===== src/rtl/mbx_dispatch_pkg.sv =====
package mbx_dispatch_pkg;

    function automatic logic [31:0] mk_hdr(input logic [15:0] vendor, input logic [7:0] typ);
        return {8'h00, typ, vendor};
    endfunction

    typedef struct packed {
        logic busy;
        logic start;
        logic clr;
        logic rdy;
    } ctl_t;

endpackage


===== src/rtl/mbx_hdr_match.sv =====
module mbx_hdr_match #(
    parameter int NUM_PROTO = 3,
    parameter logic [31:0] DISC_HDR = 32'h0000_0001,
    parameter logic [NUM_PROTO-1:0][31:0] PROTO_HDRS = '0
) (
    input  logic [31:0]          hdr0_i,
    output logic                 hit_o,
    output logic [NUM_PROTO:0]   sel_o
);
    logic [NUM_PROTO-1:0] eq;

    for (genvar g = 0; g < NUM_PROTO; g++) begin : g_cmp
        assign eq[g] = (hdr0_i == PROTO_HDRS[g]);
    end

    always_comb begin
        sel_o = '0;
        if (hdr0_i == DISC_HDR) begin
            sel_o[0] = 1'b1;
        end else begin
            for (int i = NUM_PROTO - 1; i >= 0; i--) begin
                if (eq[i]) begin
                    sel_o    = '0;
                    sel_o[i+1] = 1'b1;
                end
            end
        end
        hit_o = |sel_o;
    end
endmodule


===== src/rtl/mbx_len_check.sv =====
module mbx_len_check #(
    parameter int LEN_BITS = 18
) (
    input  logic [31:0]        hdr1_i,
    input  logic [LEN_BITS:0]  wr_cnt_i,
    output logic               ok_o
);
    localparam logic [LEN_BITS:0] MAX_LEN = {1'b1, {LEN_BITS{1'b0}}};

    logic [LEN_BITS-1:0] fld;
    logic [LEN_BITS:0]   decoded;

    always_comb begin
        fld     = hdr1_i[LEN_BITS-1:0];
        decoded = (fld == '0) ? MAX_LEN : {1'b0, fld};
        ok_o    = (wr_cnt_i == decoded);
    end
endmodule


===== src/rtl/mbx_dispatch.sv =====
module mbx_dispatch
    import mbx_dispatch_pkg::*;
#(
    parameter int NUM_PROTO = 3,
    parameter int LEN_BITS  = 18,
    parameter logic [15:0] DISC_VENDOR = 16'h0001,
    parameter logic [7:0]  DISC_TYPE   = 8'h00,
    parameter logic [NUM_PROTO-1:0][31:0] PROTO_HDRS =
        {32'h0003_1E98, 32'h0003_1E98, 32'h0002_1E98}
) (
    input  logic                 clk,
    input  logic                 rst_n,
    input  logic                 go_i,
    input  logic                 err_i,
    input  logic [LEN_BITS:0]    wr_cnt_i,
    input  logic [31:0]          hdr0_i,
    input  logic [31:0]          hdr1_i,
    input  logic                 hnd_done_i,
    input  logic                 hnd_ok_i,
    output logic [NUM_PROTO:0]   sel_o,
    output logic                 start_o,
    output logic                 clr_o,
    output logic                 rdy_set_o,
    output logic                 busy_o
);
    localparam int SEL_W = NUM_PROTO + 1;
    localparam logic [31:0] DISC_HDR = mk_hdr(DISC_VENDOR, DISC_TYPE);

    typedef struct packed {
        ctl_t             ctl;
        logic [SEL_W-1:0] sel;
    } st_t;

    st_t st_d, st_q;
    logic             hit;
    logic [SEL_W-1:0] msel;
    logic             len_ok;

    mbx_hdr_match #(
        .NUM_PROTO (NUM_PROTO),
        .DISC_HDR  (DISC_HDR),
        .PROTO_HDRS(PROTO_HDRS)
    ) u_match (
        .hdr0_i(hdr0_i),
        .hit_o (hit),
        .sel_o (msel)
    );

    mbx_len_check #(.LEN_BITS(LEN_BITS)) u_len (
        .hdr1_i  (hdr1_i),
        .wr_cnt_i(wr_cnt_i),
        .ok_o    (len_ok)
    );

    always_comb begin
        st_d           = st_q;
        st_d.ctl.start = 1'b0;
        st_d.ctl.clr   = 1'b0;
        st_d.ctl.rdy   = 1'b0;
        if (st_q.ctl.busy) begin
            if (hnd_done_i) begin
                st_d.ctl.busy = 1'b0;
                st_d.sel      = '0;
                if (hnd_ok_i) st_d.ctl.rdy = 1'b1;
                else          st_d.ctl.clr = 1'b1;
            end
        end else if (go_i && !err_i) begin
            if (hit && len_ok) begin
                st_d.ctl.busy  = 1'b1;
                st_d.ctl.start = 1'b1;
                st_d.sel       = msel;
            end else begin
                st_d.ctl.clr = 1'b1;
            end
        end
    end

    always_ff @(posedge clk) begin
        if (!rst_n) st_q <= '0;
        else        st_q <= st_d;
    end

    assign sel_o     = st_q.sel;
    assign start_o   = st_q.ctl.start;
    assign clr_o     = st_q.ctl.clr;
    assign rdy_set_o = st_q.ctl.rdy;
    assign busy_o    = st_q.ctl.busy;
endmodule


===== config.mk =====
export PLATFORM = sky130hd
export DESIGN_NAME = mbx_dispatch
export DESIGN_NICKNAME = d
export VERILOG_FILES = /design/src/rtl/mbx_dispatch_pkg.sv /design/src/rtl/mbx_hdr_match.sv /design/src/rtl/mbx_len_check.sv /design/src/rtl/mbx_dispatch.sv
export SDC_FILE = /design/constraint.sdc
export NUM_CORES = 1
export LEC_CHECK = 0
export BUFFER_PORTS_ARGS = -buffer_cell sky130_fd_sc_hd__buf_2
export CORE_ASPECT_RATIO = 0.9
export CORE_MARGIN = 4
export CORE_UTILIZATION = 33
export DETAILED_ROUTE_END_ITERATION = 7
export PLACE_DENSITY = 0.84
export RECOVER_POWER = 50
export SYNTH_ARGS = -nofsm -noshare
export SYNTH_HDL_FRONTEND = slang
export SYNTH_SLANG_ARGS = --single-unit

===== constraint.sdc =====
create_clock -name clk -period 3.7 [get_ports clk]
set_input_delay 0.555 -clock clk [delete_from_list [all_inputs] [get_ports clk]]
set_output_delay 0.555 -clock clk [all_outputs]
set_load 0.01 [all_outputs]

After elaboration in Yosys (flattened, before gate mapping)
Cells that the tools add are included. W data, S select, Z words.

$add $sub $neg: 0. $mul: 0. Div/mod/pow operators: 0. Magnitude comparators: 0. Eq/ne operators: 5. Shift-type cells: 0. Muxes and demuxes: 17. Bitwise gates (word level): 2. Reduce and logical (&&, ||, !) cells: 10.

Operators by type and width (number): $eq A32 B18 Y1 const B (2); $eq A32 B1 Y1 const B (1); $eq A19 B19 Y1 (1); $mux W19 (1); $logic_not A18 Y1 (1); $mux W4 (4); $mux W3 (3); $mux W1 (7); $mux W6 (1); $reduce_and A3 Y1 (2); $reduce_bool A2 Y1 (2); $reduce_or A4 Y1 (1); $reduce_or A3 Y1 (1); $logic_and A1 B1 Y1 (2); $mux W2 (1); $ne A2 B2 Y1 const B (1); $not A1 Y1 (2); $logic_not A1 Y1 (1).

Flip-flop bits (word level): 8. Latch bits: 0. Memory bits (writable): 0. Bits in read-only memories: 0. Logic and storage cells: 39. Memories kept: 0.

Logic depth before layout (Yosys ltp)
Gate-level depths: netlist of the first run.

Depth in word-level cells: 9. Depth in mapped cells: 6.

Modules after synthesis
From an unflattened synthesis of the first run, not the netlist that was laid out.

Cell total of the unflattened synthesis: 83. Area, all modules: 705.7 µm².

Modules (own cells, without submodules): mbx_dispatch (times used 1, cells an instance 25, area an instance 299.0 µm², seq. area each 160.2 µm²); mbx_len_check (times used 1, cells an instance 35, area an instance 267.8 µm², seq. area each 0.0 µm²); mbx_hdr_match (times used 1, cells an instance 23, area an instance 138.9 µm², seq. area each 0.0 µm²).

Worst setup path before layout of the first run
Ideal clock, no wire load.

Path kind: input to register. From: in hdr0_i[5]. To: reg st_q (netlist bit clr_o). Data arrival time: 1772 ps. Required time: 3585 ps. Slack: 1813 ps. Stages: 6. Path buffers: 0. Cells stage by stage: nor4_2 > nand4_1 > nor4_4 > o2111ai_2 > nor2b_1 > o21a_1.

Word-level cells in the longest chain between the ends: 9. Elaborated cells on any way between the ends: 12.

RTL lines: start: declaration (RTL line mbx_dispatch.sv:16) `input logic [31:0] hdr0_i,`; $eq A32 B18 Y1 (RTL line mbx_hdr_match.sv:13) `assign eq[g] = (hdr0_i == PROTO_HDRS[g]);`; $mux W3 (RTL line mbx_hdr_match.sv:22) `if (eq[i]) begin`; $mux W4 (RTL line mbx_hdr_match.sv:22); $mux W3 (RTL line mbx_hdr_match.sv:18) `if (hdr0_i == DISC_HDR) begin`; $reduce_or A4 Y1 * (RTL line mbx_hdr_match.sv:28) `hit_o = |sel_o;`; $logic_and A1 B1 Y1 * (RTL line mbx_dispatch.sv:68) `if (hit && len_ok) begin`; $mux W1 * (RTL line mbx_dispatch.sv:68); $mux W3 * (RTL line mbx_dispatch.sv:67) `end else if (go_i && !err_i) begin`; $mux W1 * (RTL line mbx_dispatch.sv:60) `if (st_q.ctl.busy) begin`; end signal: assignment (RTL line mbx_dispatch.sv:80) `else st_q <= st_d;`; end: declaration (RTL line mbx_dispatch.sv:34) `st_t st_d, st_q;`.

Mark *: on every way between the ends. The rest lies on a longest branch, timed or not. A chain may end at the register's enable or synchronous reset.

Final worst setup path of the first run
Ends and elaborated chain as after synthesis.

==> results by group, run 1 <==
Timing
  • Setup_tns: 0 ns
  • Clock skew: 0.000448 ns
  • Worst hold slack: 0.476 ns
  • # setup viols final: 0
  • Final Max Slew Viols: 0
  • Final min period: 1.86 ns
  • Hold Violations, Final: 0
  • Max Clock Freq: 539 MHz
  • Final worst path period share: 0.502
  • Setup slack after layout: 1.84 ns
  • RSZ-0062 raised after global routing: no

Clock network
  • Maximum clock insertion buffer count: 2
  • CTS tree: yes
  • Post-CTS sizing: 0
  • Clk root buf: clkbuf_4
  • Clk slew on worst S/H paths: 0.05 ns
  • CTS Buf Count: 3
  • Post-CTS Setup Bufs: 0
  • Hold buffer count at cts: 0
  • Clock Latency Late Sink: 0.25 ns
  • CTS Sinks: 7
  • Htree depth: 1

Power
  • Design Power: 226 uW
  • Gate power share: 0.360
  • Worst VDD drop: 0.119 mV
  • Switching Power: 62.8 uW
  • Int Pwr: 164 uW
  • Power share of the sequential group: 0.336
  • Pleak: 0.000500 uW
  • PD cells: 192 nW/um^2
  • Clock Power Share: 0.304
  • Switching share of power: 0.277

Drt
  • Final WL: 2460 um
  • Post-route ant nets: 0
  • Vias after detailed routing: 983
  • DRC errors left: 0
  • Routed len/inst: 12.4 um
  • DRT iter0 DRCs: 12
  • Drt pass-1 iters: 3
  • Via/cell ratio: 4.96

Cells and area
  • Number of fill cells: 191
  • Multi-input gate area: 573 sq um
  • Area Growth Syn to Fin: 59.9%
  • Share of cells above drive strength 1: 0.509
  • Storage element area: 140 sq um
  • Commonest cells after routing, fill and taps aside: buf_2, xnor2_1, nand2_1
  • Most common cell after layout, fill and taps aside: buf_2
  • Diode count: 0
  • Fin nets: 263

GRT
  • Largest net degree at the start of global routing: 10
  • Vias in the first global route: 1008
  • First-pass GRT wire length: 3950 um
  • Initial antenna violation count: 0
  • Total global-route track usage: 0.166
  • Total grt overflow: 0

Setup path
  • CP Buf/Inv Count: 1
  • Critical path startpoint: hdr0_i[5]
  • CP Launch Type: input port
  • Critical-path cell list: buf_2 > nor4_2 > nand4_1 > nor4_4 > o2111ai_2 > nor2b_1 > o21a_1
  • Worst EP required: 3.84 ns
  • Critical R2R Capture: sel_o[0]$_SDFFE_PN0P_
  • Worst Path Max Fanout: 2
  • Worst Path Arrival: 2.00 ns
  • CP endpoint: clr_o$_SDFF_PN0_
  • Worst reg2reg path depth: 3
  • CP top delay family: simple AND/OR/NAND/NOR gates
  • Worst path slowest cell: nor4_4
  • Critical path's largest stage delay: 0.33 ns
  • Levels on crit path: 7
  • RR Startpoint: busy_o$_SDFF_PN0_
  • CP Class: input port to flip-flop
  • R2R Setup Slk: 2.39 ns
  • Worst Setup End Kind: flip-flop

Floorplanning
  • Die Y: 52.8 um
  • Placeable Area: 2010 sq um
  • # IOs: 97
  • Full die area: 3050 sq um
  • Initial core utilization: 0.366
  • Die width: 57.8 um
  • Row count: 15

Synthesis
  • Synthesized flop and latch total: 7
  • Dominant cell type by area after synthesis: xnor2_1
  • Synth Area per Inst: 8.17 sq um
  • Cell count after synthesis: 90
  • Syn Nets: 179
  • Yosys warning count: 0
  • Synth top area share: 0.214
  • Synth area leaders: xnor2_1, dfxtp_1, nor4_2, nor4_1, nand4_1
  • Sequential area share after synthesis: 0.190
  • Post-synth cell types: 26
  • Mapped Area: 736 sq um

Hold path
  • Hold WC Path Type: flip-flop to flip-flop

Placement
  • Placed wire-length estimate: 2260 um
  • Pre-CTS WS: 1.56 ns
  • Gpl congestion: 0.849
  • I/O Buffers: 81

Status
  • Status: complete, no violations

Run
  • Max_cap viols: 0
==> synthesized netlist by cell type <==
cell and number:
o2111ai_1 1, o21a_1 3, xnor2_1 18, inv_1 2, and4_1 1, nor2_4 1, conb_1 1, nand2_1 8
mux2i_1 3, o2111ai_2 1, nor4_2 4, nand4b_1 1, dfxtp_1 7, or3b_2 1, nor3_1 2, o21ai_0 2
nand4_1 6, nand3_1 6, nor4_1 7, nor4_4 1, or2_2 1, nor2b_1 3, buf_4 2, nor3_2 1
nor2_1 6, or4_1 1
==> metal layers <==
layer | vias to the layer above | part of all wire | global-route usage
met5 | - | 0 | 0
met4 | 0 | 0.010 | 0.0502
met3 | 5 | 0.13 | 0.0542
met2 | 58 | 0.52 | 0.329
met1 | 422 | 0.33 | 0.161
li1 | 498 | - | -
==> through the flow <==
stage               area (sq um)  cells   util
floorplan                    736     90      -
global placement            1160    194  0.576
detailed placement          1160    194  0.576
CTS                         1180    198  0.589
global route                1180    198  0.586
finish                      1180    198  0.586
==> sequential cells by signal (all words and copies together), names as in the netlist <==
name,cells
sel_o,3
busy_o,1
clr_o,1
rdy_set_o,1
start_o,1
==> power by group through the flow <==
stage / logic (uW) / registers [uW] / clock network (uW)
floorplan: 31.4 / 77.8 / 0
global placement: 78.3 / 77.5 / 0
detailed placement: 81.7 / 77.5 / 0
CTS: 82.3 / 76.0 / 72.4
global route: 90.7 / 75.9 / 80.1
finish: 81.6 / 76.0 / 68.7
==> cells by family after synthesis <==
| kind of cell | count (synthesis) | synth area share |
|---|---|---|
| DFF | 7 | 0.190 |
| other | 1 | 0.00510 |
| muxes | 3 | 0.0408 |
| AOI/OAI and AO/OA | 7 | 0.0765 |
| buffers and inverters | 4 | 0.0306 |
| xor gates and xnor gates | 18 | 0.214 |
| and+or+nand+nor | 50 | 0.442 |
==> worst reg2reg max path, stage by stage (launching register included) <==
cell     delay (ns)
dfxtp_1        0.32
or3b_2         0.53
nor2_4         0.19
mux2i_1        0.20
==> worst min-delay path by stage <==
stage                          start                    end  slack [ns]  depth (start not counted)
3_3_place_gp   sel_o[0]$_SDFFE_PN0P_  sel_o[0]$_SDFFE_PN0P_        0.46                          2
2_1_floorplan  sel_o[0]$_SDFFE_PN0P_  sel_o[0]$_SDFFE_PN0P_        0.49                          2
6_report       sel_o[1]$_SDFFE_PN0P_  sel_o[1]$_SDFFE_PN0P_        0.48                          2
3_5_place_dp   sel_o[0]$_SDFFE_PN0P_  sel_o[0]$_SDFFE_PN0P_        0.47                          2
4_1_cts        sel_o[0]$_SDFFE_PN0P_  sel_o[0]$_SDFFE_PN0P_        0.48                          2
5_1_grt        sel_o[1]$_SDFFE_PN0P_  sel_o[1]$_SDFFE_PN0P_        0.50                          2
==> area by class of cell <==
type                    instances  share of cell area
well taps                      25              0.0266
flip-flops and latches          7               0.119
clock buffers                   4              0.0223
inverters                       2             0.00638
multi-input cells              79               0.487
repair buffers                 81               0.338
No activity file was read; power rests on OpenSTA's default activity.
==> run 2: changes to the inputs <==
CORE_UTILIZATION = 31   (was 33)
PLACE_DENSITY = 0.8   (was 0.84)
clock period = 1.9 ns   (was 3.7 ns; I/O delays follow)
==> run 2 against run 1 <==
  * Cell count is 1.0% higher
  * Setup slack worse by 1.5 ns
  * Flip-flop and latch count stayed put
  * First-iteration DRC count grew 8.3%
  * Core utilization shrank 5.5 points
  * Highest routed layer is now met3
  * Combinational power rose by 97%
  * Sequential power grew 95%
  * Sequential share of layout area barely moved
  * Final area up 0.21%
  * Routed wire length up 3.4%
  * Critical path type unchanged
  * Register-to-register slack worse by 1.8 ns
==> results by group, run 2 (synthesis gave the netlist of run 1 again) <==
Status
  • Status: complete, no violations

GRT
  • First-pass GRT wire length: 3820 um
  • Initial antenna violation count: 0
  • Vias in the first global route: 1012
  • Total global-route track usage: 0.154
  • Total grt overflow: 0
  • Largest net degree at the start of global routing: 10

Cells and area
  • Share of cells above drive strength 1: 0.509
  • Fin nets: 263
  • Commonest cells after routing, fill and taps aside: buf_2, xnor2_1, nand2_1
  • Area Growth Syn to Fin: 60.2%
  • Max FFs per register: 3
  • Number of fill cells: 217
  • Diode count: 0
  • Post-layout util: 0.530
  • Most common cell after layout, fill and taps aside: buf_2

Timing
  • Clock skew: 0.00166 ns
  • Final Max Slew Viols: 0
  • RSZ-0062 raised after global routing: no
  • Max Clock Freq: 641 MHz
  • Hold Violations, Final: 0
  • Final worst path period share: 0.821
  • Final min period: 1.56 ns
  • Setup_tns: 0 ns
  • # setup viols final: 0

Clock network
  • CTS Buf Count: 3
  • Clock Latency Late Sink: 0.25 ns
  • Post-CTS sizing: 0
  • CTS Sinks: 7
  • Hold buffer count at cts: 0
  • Post-CTS Setup Bufs: 0
  • Clk slew on worst S/H paths: 0.06 ns
  • Htree depth: 1
  • Clk root buf: clkbuf_4
  • Maximum clock insertion buffer count: 2
  • CTS tree: yes

Drt
  • DRT iter0 DRCs: 13
  • Final WL: 2540 um
  • DRC errors left: 0
  • Drt pass-1 iters: 3
  • Vias after detailed routing: 998
  • Via/cell ratio: 4.99
  • Post-route ant nets: 0
  • Routed len/inst: 12.7 um

Setup path
  • CP Launch Type: input port
  • Worst path slowest cell: nor4_4
  • CP Class: input port to flip-flop
  • Worst Path Arrival: 1.71 ns
  • Worst Setup End Kind: flip-flop
  • Worst Path Max Fanout: 2
  • R2R Setup Slk: 0.60 ns
  • Critical path's largest stage delay: 0.33 ns
  • Critical-path cell list: buf_2 > nor4_2 > nand4_1 > nor4_4 > o2111ai_2 > nor2b_1 > o21a_1
  • Worst EP required: 2.05 ns

Floorplanning
  • Die Y: 54.2 um
  • Row count: 16
  • Full die area: 3220 sq um
  • # IOs: 97
  • Initial core utilization: 0.331
  • Die width: 59.4 um
  • Placeable Area: 2220 sq um

Power
  • Worst VDD drop: 0.195 mV
  • Design Power: 446 uW
  • PD cells: 378 nW/um^2
  • Pleak: 0.000500 uW

Placement
  • Gpl congestion: 0.809
  • I/O Buffers: 81
  • Placed wire-length estimate: 2350 um

Run
  • Max_cap viols: 0

Hold path
  • Hold WC Path Type: input port to flip-flop
run 2: cell counts in the layout (fill, tap and decap cells not counted):
Identical to the previous run, type by type.
run 2: stage by stage:
step	hold WS (ns)	instances	cell area (sq um)	setup WS, ns
finish	0.279	200	1180	0.340
global route	0.272	200	1180	0.195
CTS	0.277	200	1190	0.305
detailed placement	0.466	196	1160	0.0412
global placement	0.459	196	1160	0.0569
floorplan	0.406	90	736	0.283
run 2: final cells by class:
class / count / area [sq um] / share of cell area
multi-input combinational: 79 / 573 / 0.486
sequential: 7 / 140 / 0.119
clock buffer: 4 / 26.3 / 0.0223
tap: 27 / 33.8 / 0.0287
inverter: 2 / 7.51 / 0.00637
timing repair buffer: 81 / 398 / 0.338
run 2: critical path: cells and delay by family:
kind | cells | cell delay (ns)
compound gates | 2 | 0.35
buf+inv | 1 | 0.10
simple gates | 4 | 0.96
run 2: path summary, 6_finish.rpt:
path                                 to  depth (start not counted)                   from
setup / recovery       clr_o$_SDFF_PN0_                          7             hdr0_i[28]
setup reg to reg  sel_o[2]$_SDFFE_PN0P_                          3      busy_o$_SDFF_PN0_
hold reg to reg   sel_o[1]$_SDFFE_PN0P_                          2  sel_o[1]$_SDFFE_PN0P_
hold / removal     rdy_set_o$_SDFF_PN0_                          3               hnd_ok_i
run 2: where the power goes:
group / leakage, uW / switching (uW) / total (uW) / internal [uW]
Sequential: 0.0000565 / 0.163 / 148 / 148
Clock: 0.0000150 / 57.2 / 138 / 80.3
Combinational: 0.000428 / 70.2 / 161 / 90.6
Total: 0.000500 / 128 / 446 / 319
run 2: per-layer routing:
layer,vias to the layer above,wire [um],track usage
met1,444,934,0.145
met4,0,0,0.0340
li1,500,-,-
met5,-,0,0
met3,0,287,0.0425
met2,54,1320,0.324
